**src/rtl/sysctl_pkg.sv**
```systemverilog
package sysctl_pkg;
   localparam int REG_W = 32;

   // Status bit positions (decoded by neighbouring logic)
   localparam int ST_KX   = 7;
   localparam int ST_SX   = 6;
   localparam int ST_UX   = 5;
   localparam int ST_PRV  = 3;   // 2-bit privilege field at 4:3
   localparam int ST_SRST = 20;
   localparam int ST_NMI  = 19;
   localparam int ST_BOOT = 22;
   localparam int ST_ERRL = 2;

   // Cause bit positions
   localparam int CA_DC   = 27;
   localparam int CA_WP   = 22;
   localparam int CA_SWI  = 8;

   localparam logic [REG_W-1:0] CAUSE_BASE_MASK = 32'h00C0_0300;
   localparam logic [REG_W-1:0] STATUS_RST =
      (32'd1 << ST_BOOT) | (32'd1 << ST_ERRL);
   localparam logic [REG_W-1:0] SEG_BITS =
      (32'd1 << ST_KX) | (32'd1 << ST_SX) | (32'd1 << ST_UX);

   function automatic logic [REG_W-1:0] merge_masked(
      input logic [REG_W-1:0] old_v,
      input logic [REG_W-1:0] new_v,
      input logic [REG_W-1:0] msk);
      merge_masked = (old_v & ~msk) | (new_v & msk);
   endfunction
endpackage

```
**src/rtl/sysctl_status_reg.sv**
```systemverilog
module sysctl_status_reg
   import sysctl_pkg::*;
#(
   parameter bit SEG64 = 1'b1
)(
   input  logic             clk,
   input  logic             rst_n,
   input  logic             we,
   input  logic [REG_W-1:0] data,
   input  logic             r6,
   input  logic             sup,
   input  logic [REG_W-1:0] rw_mask,
   output logic [REG_W-1:0] q,
   output logic             flush
);
   logic [REG_W-1:0] data_adj;
   logic [REG_W-1:0] eff_mask;
   logic [REG_W-1:0] nxt;
   logic             flush_nxt;

   generate
      if (SEG64) begin : g_seg_chain
         logic kx_w, sx_w, ux_w;
         always_comb begin
            kx_w = data[ST_KX];
            sx_w = data[ST_SX] & kx_w;
            ux_w = data[ST_UX] & sx_w;
            data_adj = data;
            if (r6) begin
               data_adj[ST_SX] = sx_w;
               data_adj[ST_UX] = ux_w;
            end
         end
         assign flush_nxt = we && ((q & ~nxt & SEG_BITS) != '0);
      end else begin : g_seg_flat
         assign data_adj  = data;
         assign flush_nxt = 1'b0;
      end
   endgenerate

   always_comb begin
      eff_mask = rw_mask;
      if (r6) begin
         if (sup && (data_adj[ST_PRV +: 2] == 2'b11))
            eff_mask[ST_PRV +: 2] = 2'b00;
         if (data_adj[ST_SRST]) eff_mask[ST_SRST] = 1'b0;
         if (data_adj[ST_NMI])  eff_mask[ST_NMI]  = 1'b0;
      end
      nxt = merge_masked(q, data_adj, eff_mask);
   end

   always_ff @(posedge clk) begin
      if (!rst_n) begin
         q     <= STATUS_RST;
         flush <= 1'b0;
      end else begin
         if (we) q <= nxt;
         flush <= flush_nxt;
      end
   end
endmodule

```
**src/rtl/sysctl_cause_reg.sv**
```systemverilog
module sysctl_cause_reg
   import sysctl_pkg::*;
#(
   parameter int SWI_N = 2
)(
   input  logic             clk,
   input  logic             rst_n,
   input  logic             we,
   input  logic [REG_W-1:0] data,
   input  logic             r2,
   input  logic             r6,
   output logic [REG_W-1:0] q,
   output logic             halt,
   output logic [SWI_N-1:0] swi
);
   logic [REG_W-1:0] eff_mask;
   logic [REG_W-1:0] nxt;

   always_comb begin
      eff_mask = CAUSE_BASE_MASK;
      if (r2) eff_mask[CA_DC] = 1'b1;
      if (r6 && data[CA_WP]) eff_mask[CA_WP] = 1'b0;
      nxt = merge_masked(q, data, eff_mask);
   end

   always_ff @(posedge clk) begin
      if (!rst_n) begin
         q    <= '0;
         halt <= 1'b0;
      end else if (we) begin
         q <= nxt;
         if (nxt[CA_DC] != q[CA_DC]) halt <= nxt[CA_DC];
      end
   end

   for (genvar i = 0; i < SWI_N; i++) begin : g_swi
      always_ff @(posedge clk) begin
         if (!rst_n)
            swi[i] <= 1'b0;
         else if (we && (nxt[CA_SWI+i] != q[CA_SWI+i]))
            swi[i] <= nxt[CA_SWI+i];
      end
   end
endmodule

```
**src/rtl/sysctl_wr_unit.sv**
```systemverilog
module sysctl_wr_unit
   import sysctl_pkg::*;
#(
   parameter bit SEG64 = 1'b1,
   parameter int SWI_N = 2
)(
   input  logic        clk,
   input  logic        rst_n,
   input  logic        wr_en,
   input  logic        wr_sel,
   input  logic [31:0] wr_data,
   input  logic        cfg_r2,
   input  logic        cfg_r6,
   input  logic [31:0] cfg_status_mask,
   input  logic        cfg_sup,
   output logic [31:0] status_q,
   output logic [31:0] cause_q,
   output logic        count_halt,
   output logic [1:0]  sw_irq,
   output logic        xlat_flush
);
   localparam int SEL_STATUS = 0;
   localparam int SEL_CAUSE  = 1;

   generate
      if (SWI_N != 2) begin : g_bad_swi
         $error("sysctl_wr_unit: SWI_N must be 2");
      end
   endgenerate

   logic we_status, we_cause;
   assign we_status = wr_en && (wr_sel == 1'(SEL_STATUS));
   assign we_cause  = wr_en && (wr_sel == 1'(SEL_CAUSE));

   sysctl_status_reg #(.SEG64(SEG64)) u_status (
      .clk(clk), .rst_n(rst_n), .we(we_status), .data(wr_data),
      .r6(cfg_r6), .sup(cfg_sup), .rw_mask(cfg_status_mask),
      .q(status_q), .flush(xlat_flush)
   );

   sysctl_cause_reg #(.SWI_N(SWI_N)) u_cause (
      .clk(clk), .rst_n(rst_n), .we(we_cause), .data(wr_data),
      .r2(cfg_r2), .r6(cfg_r6),
      .q(cause_q), .halt(count_halt), .swi(sw_irq)
   );
endmodule

```
**config.mk**
```make
export PLATFORM = sky130hd
export DESIGN_NAME = sysctl_wr_unit
export DESIGN_NICKNAME = d
export VERILOG_FILES = /design/src/rtl/sysctl_pkg.sv /design/src/rtl/sysctl_status_reg.sv /design/src/rtl/sysctl_cause_reg.sv /design/src/rtl/sysctl_wr_unit.sv
export SDC_FILE = /design/constraint.sdc
export NUM_CORES = 1
export LEC_CHECK = 0
export BUFFER_PORTS_ARGS = -buffer_cell sky130_fd_sc_hd__buf_2
export CELL_PAD_IN_SITES_DETAIL_PLACEMENT = 1
export CELL_PAD_IN_SITES_GLOBAL_PLACEMENT = 2
export CORE_ASPECT_RATIO = 1.25
export CORE_MARGIN = 5
export CORE_UTILIZATION = 21
export DETAILED_ROUTE_END_ITERATION = 10
export PLACE_DENSITY_LB_ADDON = 0.1
export SLEW_MARGIN = 20
export SYNTH_ARGS = -nofsm -noshare
export SYNTH_HDL_FRONTEND = slang
export SYNTH_HIERARCHICAL = 1
export SYNTH_SLANG_ARGS = --single-unit
export TNS_END_PERCENT = 50
```
**constraint.sdc**
```tcl
create_clock -name clk -period 1.4 [get_ports clk]
set_input_delay 0.35 -clock clk [delete_from_list [all_inputs] [get_ports clk]]
set_output_delay 0.35 -clock clk [all_outputs]
set_load 0.05 [all_outputs]
```
==> impl_metrics.py, run 1 <==
metrics = {
    "setup_path": {
        "timing.critical_path.arrival_ns": 0.91,
        "worst_r2r_endpoint": "u_status/flush",
        "r2r_cells": 3,
        "timing.critical_path.from": "u_cause/swi[0]",
        "worst_setup_path_end_kind": "output pin",
        "r2r-start": "u_status/q[6]",
        "critPathMaxFanout": 3,
        "worst_path_max_delay_cell": "dfxtp_1",
        "timing_worst_setup_path_type": "register to output pin",
        "critical-path-top-delay-family": "flip-flops",
        "timing.critical_path.from_type": "register",
        "timing.critical_path.slowest_cell_delay_ns": 0.35,
        "timing.critical_path.cells": "buf_2",
        "cp_num_buf_inv": 1,
        "timing.critical_path.required_ns": 1.05,
        "worst-r2r-setup-slack_ns": 0.59,
    },
    "hold_path": {
        "hold_start": "wr_data[2]",
        "worstHoldPathType": "primary input to register",
        "hold_path_depth": 3,
    },
    "route": {
        "drt.antenna.violating_nets": 0,
        "detailedRoute.firstPassIterationCount": 4,
        "via_count": 1993,
        "vias_per_cell": 4.101,
        "drc": 0,
        "drt_iter0_markers": 23,
        "post_drt_wl_per_cell_um": 12.82,
        "drt-total-wl_um": 6229,
    },
    "logic_synthesis": {
        "synth_largest_area_cell": "dfxtp_1",
        "post-synth-top-area-fraction_pct": 40.77,
        "synth-seq-cells": 41,
        "yosysSeqAreaShare_pct": 40.77,
        "ys_warn_count": 6,
        "netlist_top_cells_count": "63 x nand2_1, 41 x dfxtp_1, 31 x buf_4, 31 x nand3_1, 20 x a21boi_0",
        "synthesis.instances": 246,
        "synth-async-reset-ratio_pct": 0,
        "postSynth.topFlopCell": "dfxtp_1",
        "synth.top_cells.by_area": "dfxtp_1 41%, nand2_1 12%, buf_4 12%",
        "syn_avg_cell_area_um2": 8.184,
        "synth_edf_count": 0,
        "synth_area_um2": 2013,
        "ys_types": 31,
        "most_frequent_cell_after_synthesis": "nand2_1",
    },
    "timing": {
        "final.min_clock_period_ns": 1.265,
        "hold_viol_final": 0,
        "setup_violations": 0,
        "layout_worst_path_cycle_share_pct": 90.33,
        "timing.final.max_slew_violations": 0,
        "hold-worst-slack_ns": 0.3082,
        "timing.setup.tns_ns": 0,
        "clock.fmax_mhz": 790.7,
        "rsz0062_at_grt": "false",
        "clock_skew_ns": 0.006247,
    },
    "global_route": {
        "antenna_found_initial": 0,
        "grt_use_total_pct": 10.50,
        "grt_max_degree": 23,
        "grt_pass1_wl_um": 9804,
        "global_route.overflow_total": 0,
        "grt_pass1_vias": 1978,
    },
    "die": {
        "pin_count": 139,
        "start_util_pct": 21.17,
        "core_area_um2": 9509,
        "fp.dieArea_um2": 11660,
        "chip_width_um": 97.58,
        "num_rows": 40,
        "die_y_extent_um": 119.5,
    },
    "placed_design": {
        "gp_routability_congestion": 0.6690,
        "dp.final_hpwl_um": 5022,
        "buffers_added_on_ports": 111,
    },
    "clock_network": {
        "ctsHtreeMaxLevel": 2,
        "maximum_number_of_buffers_from_clock_root_to_sink": 2,
        "post_cts_buffers": 0,
        "num_cts_buffers": 5,
        "cts_root_buf": "clkbuf_16",
        "cts_tree": "yes",
        "clkLatencyLatePin_ns": 0.28,
        "clkSinkCount": 41,
        "clk_transition_reported_paths_ns": 0.06,
        "cts-hold-fix-buffers": 0,
        "post_cts_gate_resize_count": 0,
    },
    "layout": {
        "final_net_count": 430,
        "layout_cell_share_with_drive_strength_beyond_1_pct": 37.22,
        "diodes_inserted": 0,
        "syn2layout_area_growth_pct": 36.92,
    },
    "pwr": {
        "ir_drop_worst_vdd_uv": 391.7,
        "power_density_nw_per_um2": 1105,
        "leakage_uw": 0.001288,
    },
    "flow_run": {
        "maxCapViolations": 0,
    },
    "status": {
        "outcome": "complete, no violations",
    },
}
[how the worst max path moves through the flow]
stage / to / slack, ns / cells past startpoint
4_1_cts: sw_irq[0] / 0.11 / 1
3_5_place_dp: register / 0.05 / 6
5_1_grt: sw_irq[0] / 0.09 / 1
3_3_place_gp: u_status/flush / 0.07 / 6
2_1_floorplan: u_status/flush / 0.16 / 6
6_report: sw_irq[0] / 0.14 / 1
[routing by layer]
layer | GRT usage, % | vias up | wire length, um
li1 | - | 998 | -
met1 | 12.76 | 906 | 2693
met2 | 17.20 | 82 | 2955
met3 | 3.456 | 7 | 484
met4 | 3.896 | 0 | 97
met5 | 0 | - | 0
[cell type report]
type | count | area (um2)
Multi-Input combinational cell | 188 | 973.4
Clock buffer | 8 | 136.4
Sequential cell | 41 | 820.8
Timing Repair Buffer | 119 | 653.1
Tap cell | 126 | 157.7
Fill cell | 1214 | 6753
Inverter | 4 | 15.01
[power by group]
part	total, uW	switching (uW)	internal, uW
Sequential	1240	26.2	1220
Clock	1110	443	663
Combinational	698	503	195
[cells in the final DEF, fill, tap and decap left out, types with 4 or more instances in the layout]
cell type  instances
o21ai_0            4
buf_4              5
inv_1              4
buf_2            111
clkbuf_16          5
conb_1            27
nand3_1           31
nand2_1           63
dfxtp_1           41
a21boi_1           8
nor2_1             4
a21oi_1            4
a21boi_0          20
o221a_2            4
[logic make-up after synthesis]
group / share of synthesized area, %
AND/OR/NAND/NOR: 23.74
AO/OA/AOI/OAI: 18.09
buffers and inverters: 15.72
flip-flops: 40.77
multiplexers: 1.492
other: 0.1863
[stage by stage]
step / utilization, % / total power (uW) / area, um2 / setup slack, ns / std cells
3_5_place_dp: 27.55 / 1975 / 2620 / 0.04581 / 478
4_1_cts: 28.99 / 3122 / 2756 / 0.1100 / 486
5_1_grt: 28.99 / 3220 / 2756 / 0.08729 / 486
3_3_place_gp: 27.55 / 1971 / 2620 / 0.07161 / 478
2_1_floorplan: - / 1812 / 2111 / 0.1562 / 272
6_report: 28.99 / 3047 / 2756 / 0.1353 / 486
No activity file was read; power rests on OpenSTA's default activity.
==> run 2, diff against run 1 <==
--- a/config.mk
+++ b/config.mk
@@ -9,7 +9,6 @@
 export CELL_PAD_IN_SITES_DETAIL_PLACEMENT = 1
 export CELL_PAD_IN_SITES_GLOBAL_PLACEMENT = 2
 export CORE_ASPECT_RATIO = 1.25
-export CORE_MARGIN = 5
 export CORE_UTILIZATION = 21
 export DETAILED_ROUTE_END_ITERATION = 10
 export PLACE_DENSITY_LB_ADDON = 0.1
==> run 2 against run 1 <==
Effect of this change: sequential cell count unchanged; sequential power hardly changed; setup slack worse by 0.0087 ns; worst hold slack got worse by 0.0042 ns; critical path depth unchanged; combinational power down 1%.
==> impl_metrics.py, run 2 (synthesis results as in run 1) <==
metrics = {
    "clock_network": {
        "num_cts_buffers": 5,
        "clkLatencyLatePin_ns": 0.28,
        "cts-hold-fix-buffers": 0,
        "post_cts_gate_resize_count": 0,
        "post_cts_buffers": 0,
        "maximum_number_of_buffers_from_clock_root_to_sink": 2,
        "cts_root_buf": "clkbuf_16",
        "clkSinkCount": 41,
        "cts_tree": "yes",
        "clk_transition_reported_paths_ns": 0.06,
        "ctsHtreeMaxLevel": 2,
    },
    "pwr": {
        "power_density_nw_per_um2": 1137,
        "ir_drop_worst_vdd_uv": 366.0,
        "report.power.total_uw": 3145,
        "leakage_uw": 0.001298,
    },
    "die": {
        "num_rows": 39,
        "pin_count": 139,
        "die_y_extent_um": 111.5,
        "core_area_um2": 9223,
        "fp.dieArea_um2": 9985,
        "start_util_pct": 21.83,
        "chip_width_um": 89.58,
    },
    "route": {
        "vias_per_cell": 4.077,
        "detailedRoute.firstPassIterationCount": 4,
        "via_count": 1965,
        "post_drt_wl_per_cell_um": 11.75,
        "drc": 0,
        "drt-total-wl_um": 5663,
        "drt_iter0_markers": 35,
        "drt.antenna.violating_nets": 0,
    },
    "timing": {
        "setup_violations": 0,
        "hold-worst-slack_ns": 0.3040,
        "timing.setup.tns_ns": 0,
        "timing.final.max_slew_violations": 0,
        "clock_skew_ns": 0.0003974,
        "layout_worst_path_cycle_share_pct": 90.95,
        "rsz0062_at_grt": "false",
        "final.min_clock_period_ns": 1.273,
        "hold_viol_final": 0,
        "clock.fmax_mhz": 785.3,
        "final_critical_path_setup_slack_ns": 0.1267,
    },
    "layout": {
        "final_net_count": 429,
        "layout_cell_share_with_drive_strength_beyond_1_pct": 37.88,
        "final_common_cell": "buf_2",
        "utilization_pct": 30.00,
        "diodes_inserted": 0,
        "most-common-layout-cells": "111 x buf_2, 63 x nand2_1, 41 x dfxtp_1, 31 x nand3_1, 27 x conb_1",
        "syn2layout_area_growth_pct": 37.41,
        "num-fill-cells": 1153,
    },
    "global_route": {
        "grt_use_total_pct": 11.48,
        "antenna_found_initial": 0,
        "grt_max_degree": 29,
        "global_route.overflow_total": 0,
        "grt_pass1_vias": 1839,
        "grt_pass1_wl_um": 8680,
    },
    "placed_design": {
        "gp_routability_congestion": 0.6740,
        "dp.final_hpwl_um": 4495,
        "buffers_added_on_ports": 111,
        "preCtsSetupSlack_ns": 0.05086,
    },
    "setup_path": {
        "critPathMaxFanout": 3,
        "timing.critical_path.required_ns": 1.05,
        "timing.critical_path.arrival_ns": 0.92,
        "timing.critical_path.cells": "buf_2",
        "timing_worst_setup_path_type": "register to output pin",
        "timing.critical_path.slowest_cell_delay_ns": 0.36,
        "worst_path_max_delay_cell": "dfxtp_1",
        "worst-r2r-setup-slack_ns": 0.58,
        "worst_setup_path_end_kind": "output pin",
        "cp_num_buf_inv": 1,
        "timing.critical_path.from_type": "register",
        "critical-path-top-delay-family": "flip-flops",
    },
    "hold_path": {
        "worstHoldPathType": "primary input to register",
    },
    "flow_run": {
        "maxCapViolations": 0,
    },
    "status": {
        "outcome": "complete, no violations",
    },
}
run 2: cell count changes in the layout (fill, tap and decap cells not counted):
cell,delta
clkbuf_8,+2
clkinv_2,+1
buf_4,-1
clkbuf_1,-3
run 2: layout make-up:
cell class | instances | area (um2) | area share, %
clock inverter | 1 | 5.005 | 0.1809
clock buffer | 7 | 152.6 | 5.518
timing repair buffer | 118 | 645.6 | 23.34
tap | 123 | 153.9 | 5.563
multi-input combinational | 188 | 973.4 | 35.19
inverter | 4 | 15.01 | 0.5427
sequential | 41 | 820.8 | 29.67
run 2: worst reg2reg max path, cell delays in order, from the launching register on:
cell and delay, ns:
dfxtp_1 0.32, nand2_1 0.07, nor2_1 0.04, a211o_1 0.27
run 2: metrics by stage:
| step | instance area (um2) | instances |
|---|---|---|
| 3_3_place_gp | 2609 | 474 |
| 4_1_cts | 2766 | 482 |
| 5_1_grt | 2766 | 482 |
| 2_1_floorplan | 2111 | 272 |
| 3_5_place_dp | 2609 | 474 |
| 6_report | 2766 | 482 |
run 2: metal layers:
layer | routed length, um | track usage [%] | share of wire [%]
met5 | 0 | 0 | 0
met4 | 104 | 4.762 | 1.8
met3 | 439 | 3.781 | 7.8
met2 | 2705 | 18.74 | 48
met1 | 2414 | 13.52 | 43
run 2: report_power, final:
group | total [uW] | switching (uW) | leakage [uW] | internal [uW]
Combinational | 690 | 497 | 0.000884 | 193
Sequential | 1240 | 26.3 | 0.000334 | 1220
Clock | 1210 | 458 | 0.0000799 | 755
run 2: final timing paths:
kind                  startpoint              to  cells after the start
hold reg to reg         register        register                      2
hold / removal        wr_data[2]        register                      3
setup / recovery  u_cause/swi[0]       sw_irq[0]                      1
setup reg to reg   u_status/q[6]  u_status/flush                      3
==> run 3, diff against run 2 <==
--- a/config.mk
+++ b/config.mk
@@ -5,11 +5,12 @@
 export SDC_FILE = /design/constraint.sdc
 export NUM_CORES = 1
 export LEC_CHECK = 0
+export ABC_AREA = 1
 export BUFFER_PORTS_ARGS = -buffer_cell sky130_fd_sc_hd__buf_2
 export CELL_PAD_IN_SITES_DETAIL_PLACEMENT = 1
 export CELL_PAD_IN_SITES_GLOBAL_PLACEMENT = 2
 export CORE_ASPECT_RATIO = 1.25
-export CORE_UTILIZATION = 21
+export CORE_UTILIZATION = 20
 export DETAILED_ROUTE_END_ITERATION = 10
 export PLACE_DENSITY_LB_ADDON = 0.1
 export SLEW_MARGIN = 20
==> run 3 against run 2 <==
Effect of this change: synthesized cell count grew 9.3%; core utilization shrank 2.2 points; setup slack lost 0.025 ns; via count grew 4.6%; synthesized area shrank 2.1%; sequential share of layout area grew 1.0 points; first-iteration DRC count shrank 37%; clock skew is essentially flat; design area shrank 3.3%; worst hold slack lost 0.0083 ns; critical path depth is the same; critical path type unchanged; critical endpoint is now cause_q[27]; largest cell class unchanged; highest routed layer unchanged.
==> impl_metrics.py, run 3 <==
metrics = {
    "die": {
        "num_rows": 40,
        "pin_count": 139,
        "fp.dieArea_um2": 10260,
        "core_area_um2": 9609,
        "chip_width_um": 90.79,
        "die_y_extent_um": 113.0,
        "start_util_pct": 20.51,
    },
    "global_route": {
        "grt_max_degree": 35,
        "grt_pass1_wl_um": 9459,
        "grt_use_total_pct": 11.85,
        "global_route.overflow_total": 0,
        "grt_pass1_vias": 2077,
        "antenna_found_initial": 0,
    },
    "timing": {
        "setup_violations": 0,
        "timing.setup.tns_ns": 0,
        "hold_viol_final": 0,
        "rsz0062_at_grt": "false",
        "final.min_clock_period_ns": 1.299,
        "layout_worst_path_cycle_share_pct": 92.77,
        "timing.final.max_slew_violations": 0,
        "clock_skew_ns": 0.0005380,
        "clock.fmax_mhz": 769.9,
    },
    "route": {
        "via_count": 2055,
        "detailedRoute.firstPassIterationCount": 4,
        "drt-total-wl_um": 6007,
        "drt.antenna.violating_nets": 0,
        "vias_per_cell": 4.053,
        "post_drt_wl_per_cell_um": 11.85,
        "drt_iter0_markers": 22,
        "drc": 0,
    },
    "setup_path": {
        "timing.critical_path.cells": "buf_2",
        "worst_r2r_endpoint": "u_status/flush",
        "worst-r2r-setup-slack_ns": 0.38,
        "timing.critical_path.slowest_cell_delay_ns": 0.38,
        "timing.critical_path.from_type": "register",
        "timing_worst_setup_path_type": "register to output pin",
        "r2r_cells": 6,
        "r2r-start": "u_status/q[5]",
        "timing.critical_path.from": "u_cause/q[27]",
        "worst_path_max_delay_cell": "dfxtp_1",
        "critPathMaxFanout": 4,
        "timing.critical_path.arrival_ns": 0.95,
        "path_depth": 1,
        "critical-path-top-delay-family": "flip-flops",
        "timing.critical_path.required_ns": 1.05,
        "cp_num_buf_inv": 1,
        "crit_end": "cause_q[27]",
        "worst_setup_path_end_kind": "output pin",
    },
    "logic_synthesis": {
        "synth-async-reset-ratio_pct": 0,
        "synthesis.instances": 269,
        "most_frequent_cell_after_synthesis": "nand2_1",
        "postSynth.topFlopCell": "dfxtp_1",
        "synth_largest_area_cell": "dfxtp_1",
        "netlist_top_cells_count": "69 x nand2_1, 41 x dfxtp_1, 33 x nand3_1, 31 x a21oi_1, 29 x buf_4",
        "synth-simple-area-share_pct": 26.16,
        "synth_area_um2": 1971,
        "yosysSeqAreaShare_pct": 41.65,
        "synth_edf_count": 0,
        "synth-seq-cells": 41,
        "synth_fa_ha_area_share_pct": 0,
        "post-synth-top-area-fraction_pct": 41.65,
        "share_of_synthesized_area_spent_on_multiplexers_pct": 0,
        "synth-compound-area-share_pct": 12.76,
        "syn_avg_cell_area_um2": 7.326,
        "synth_xor_xnor_area_share_pct": 0,
        "ys_warn_count": 6,
        "dominant_combinational_cell_family_by_area_after_synthesis": "simple AND/OR/NAND/NOR gates",
        "ys_types": 19,
        "synth.top_cells.by_area": "dfxtp_1 42%, nand2_1 13%, buf_4 11%",
    },
    "hold_path": {
        "hold_start": "wr_data[2]",
        "hold_path_depth": 3,
        "worstHoldPathType": "primary input to register",
    },
    "clock_network": {
        "maximum_number_of_buffers_from_clock_root_to_sink": 2,
        "ctsHtreeMaxLevel": 2,
        "num_cts_buffers": 5,
        "clk_transition_reported_paths_ns": 0.06,
        "post_cts_buffers": 0,
        "clkSinkCount": 41,
        "cts-hold-fix-buffers": 0,
        "cts_root_buf": "clkbuf_16",
        "clkLatencyLatePin_ns": 0.28,
        "post_cts_gate_resize_count": 0,
        "cts_tree": "yes",
    },
    "pwr": {
        "power.share.switching_pct": 32.88,
        "p_int_uw": 2023,
        "netSwitchingPower_uw": 990.9,
        "leakage_uw": 0.001329,
        "clkPwrFrac_pct": 36.3,
        "sequentialPowerShare_pct": 41.1,
        "power_density_nw_per_um2": 1127,
        "power.combinational.fraction_pct": 22.5,
        "ir_drop_worst_vdd_uv": 387.9,
    },
    "flow_run": {
        "maxCapViolations": 0,
    },
    "layout": {
        "final_common_cell": "buf_2",
        "most-common-layout-cells": "111 x buf_2, 69 x nand2_1, 41 x dfxtp_1, 33 x nand3_1, 31 x a21oi_1",
        "diodes_inserted": 0,
        "layout_cell_share_with_drive_strength_beyond_1_pct": 33.33,
        "final_net_count": 453,
        "utilization_pct": 27.83,
        "syn2layout_area_growth_pct": 35.68,
    },
    "status": {
        "outcome": "complete, no violations",
    },
    "placed_design": {
        "gp_routability_congestion": 0.6834,
        "buffers_added_on_ports": 111,
        "dp.final_hpwl_um": 4758,
    },
}
[run 3: cell types whose count changed in the layout (fill, tap and decap cells not counted), moves of 7 or more]
cell	delta
a21boi_1	-8
nor2_1	+12
inv_1	+12
a21oi_1	+27
a21boi_0	-20
o21ai_0	+7
[run 3: per-layer routing]
metal	GRT usage, %	vias up	part of all wire, %
li1	-	1048	-
met1	12.20	931	39
met2	22.07	69	53
met3	4.234	7	6.8
met4	4.127	0	1.4
met5	0	-	0
[run 3: cells by family (layout without fill, tap and decap cells)]
family / count (synthesis) / count (layout)
buffers and inverters: 55 / 141
other: 1 / 27
AND/OR/NAND/NOR: 123 / 123
flip-flops: 41 / 41
AO/OA/AOI/OAI: 49 / 49
[run 3: how the worst min path moves through the flow]
stage	end	slack, ns
global route	register	0.31
CTS	register	0.29
global placement	register	0.44
floorplan	register	0.43
finish	register	0.30
detailed placement	register	0.45
[run 3: power groups by stage]
stage | logic, uW | registers (uW) | clock network, uW
after floorplan | 376 | 1430 | 0
after global placement | 684 | 1270 | 0
after detailed placement | 689 | 1270 | 0
after CTS | 691 | 1240 | 1150
after global routing | 734 | 1250 | 1190
final | 679 | 1240 | 1100
[run 3: cell type report]
| cell class | instances | area, um2 |
|---|---|---|
| Clock buffer | 5 | 125.1 |
| Multi-Input combinational cell | 199 | 873.3 |
| Tap cell | 126 | 157.7 |
| Clock inverter | 1 | 5.005 |
| Sequential cell | 41 | 820.8 |
| Timing Repair Buffer | 116 | 618.1 |
| Fill cell | 1261 | 6935 |
| Inverter | 19 | 73.82 |
[run 3: per-stage QoR]
step | instances | area (um2) | power, uW | setup slack, ns | hold slack (ns)
finish | 507 | 2674 | 3014 | 0.1012 | 0.2957
global route | 507 | 2674 | 3169 | 0.05170 | 0.3098
CTS | 507 | 2674 | 3085 | 0.06736 | 0.2876
detailed placement | 501 | 2544 | 1955 | 0.1261 | 0.4471
global placement | 501 | 2544 | 1950 | 0.1794 | 0.4355
floorplan | 295 | 2068 | 1805 | 0.1043 | 0.4346
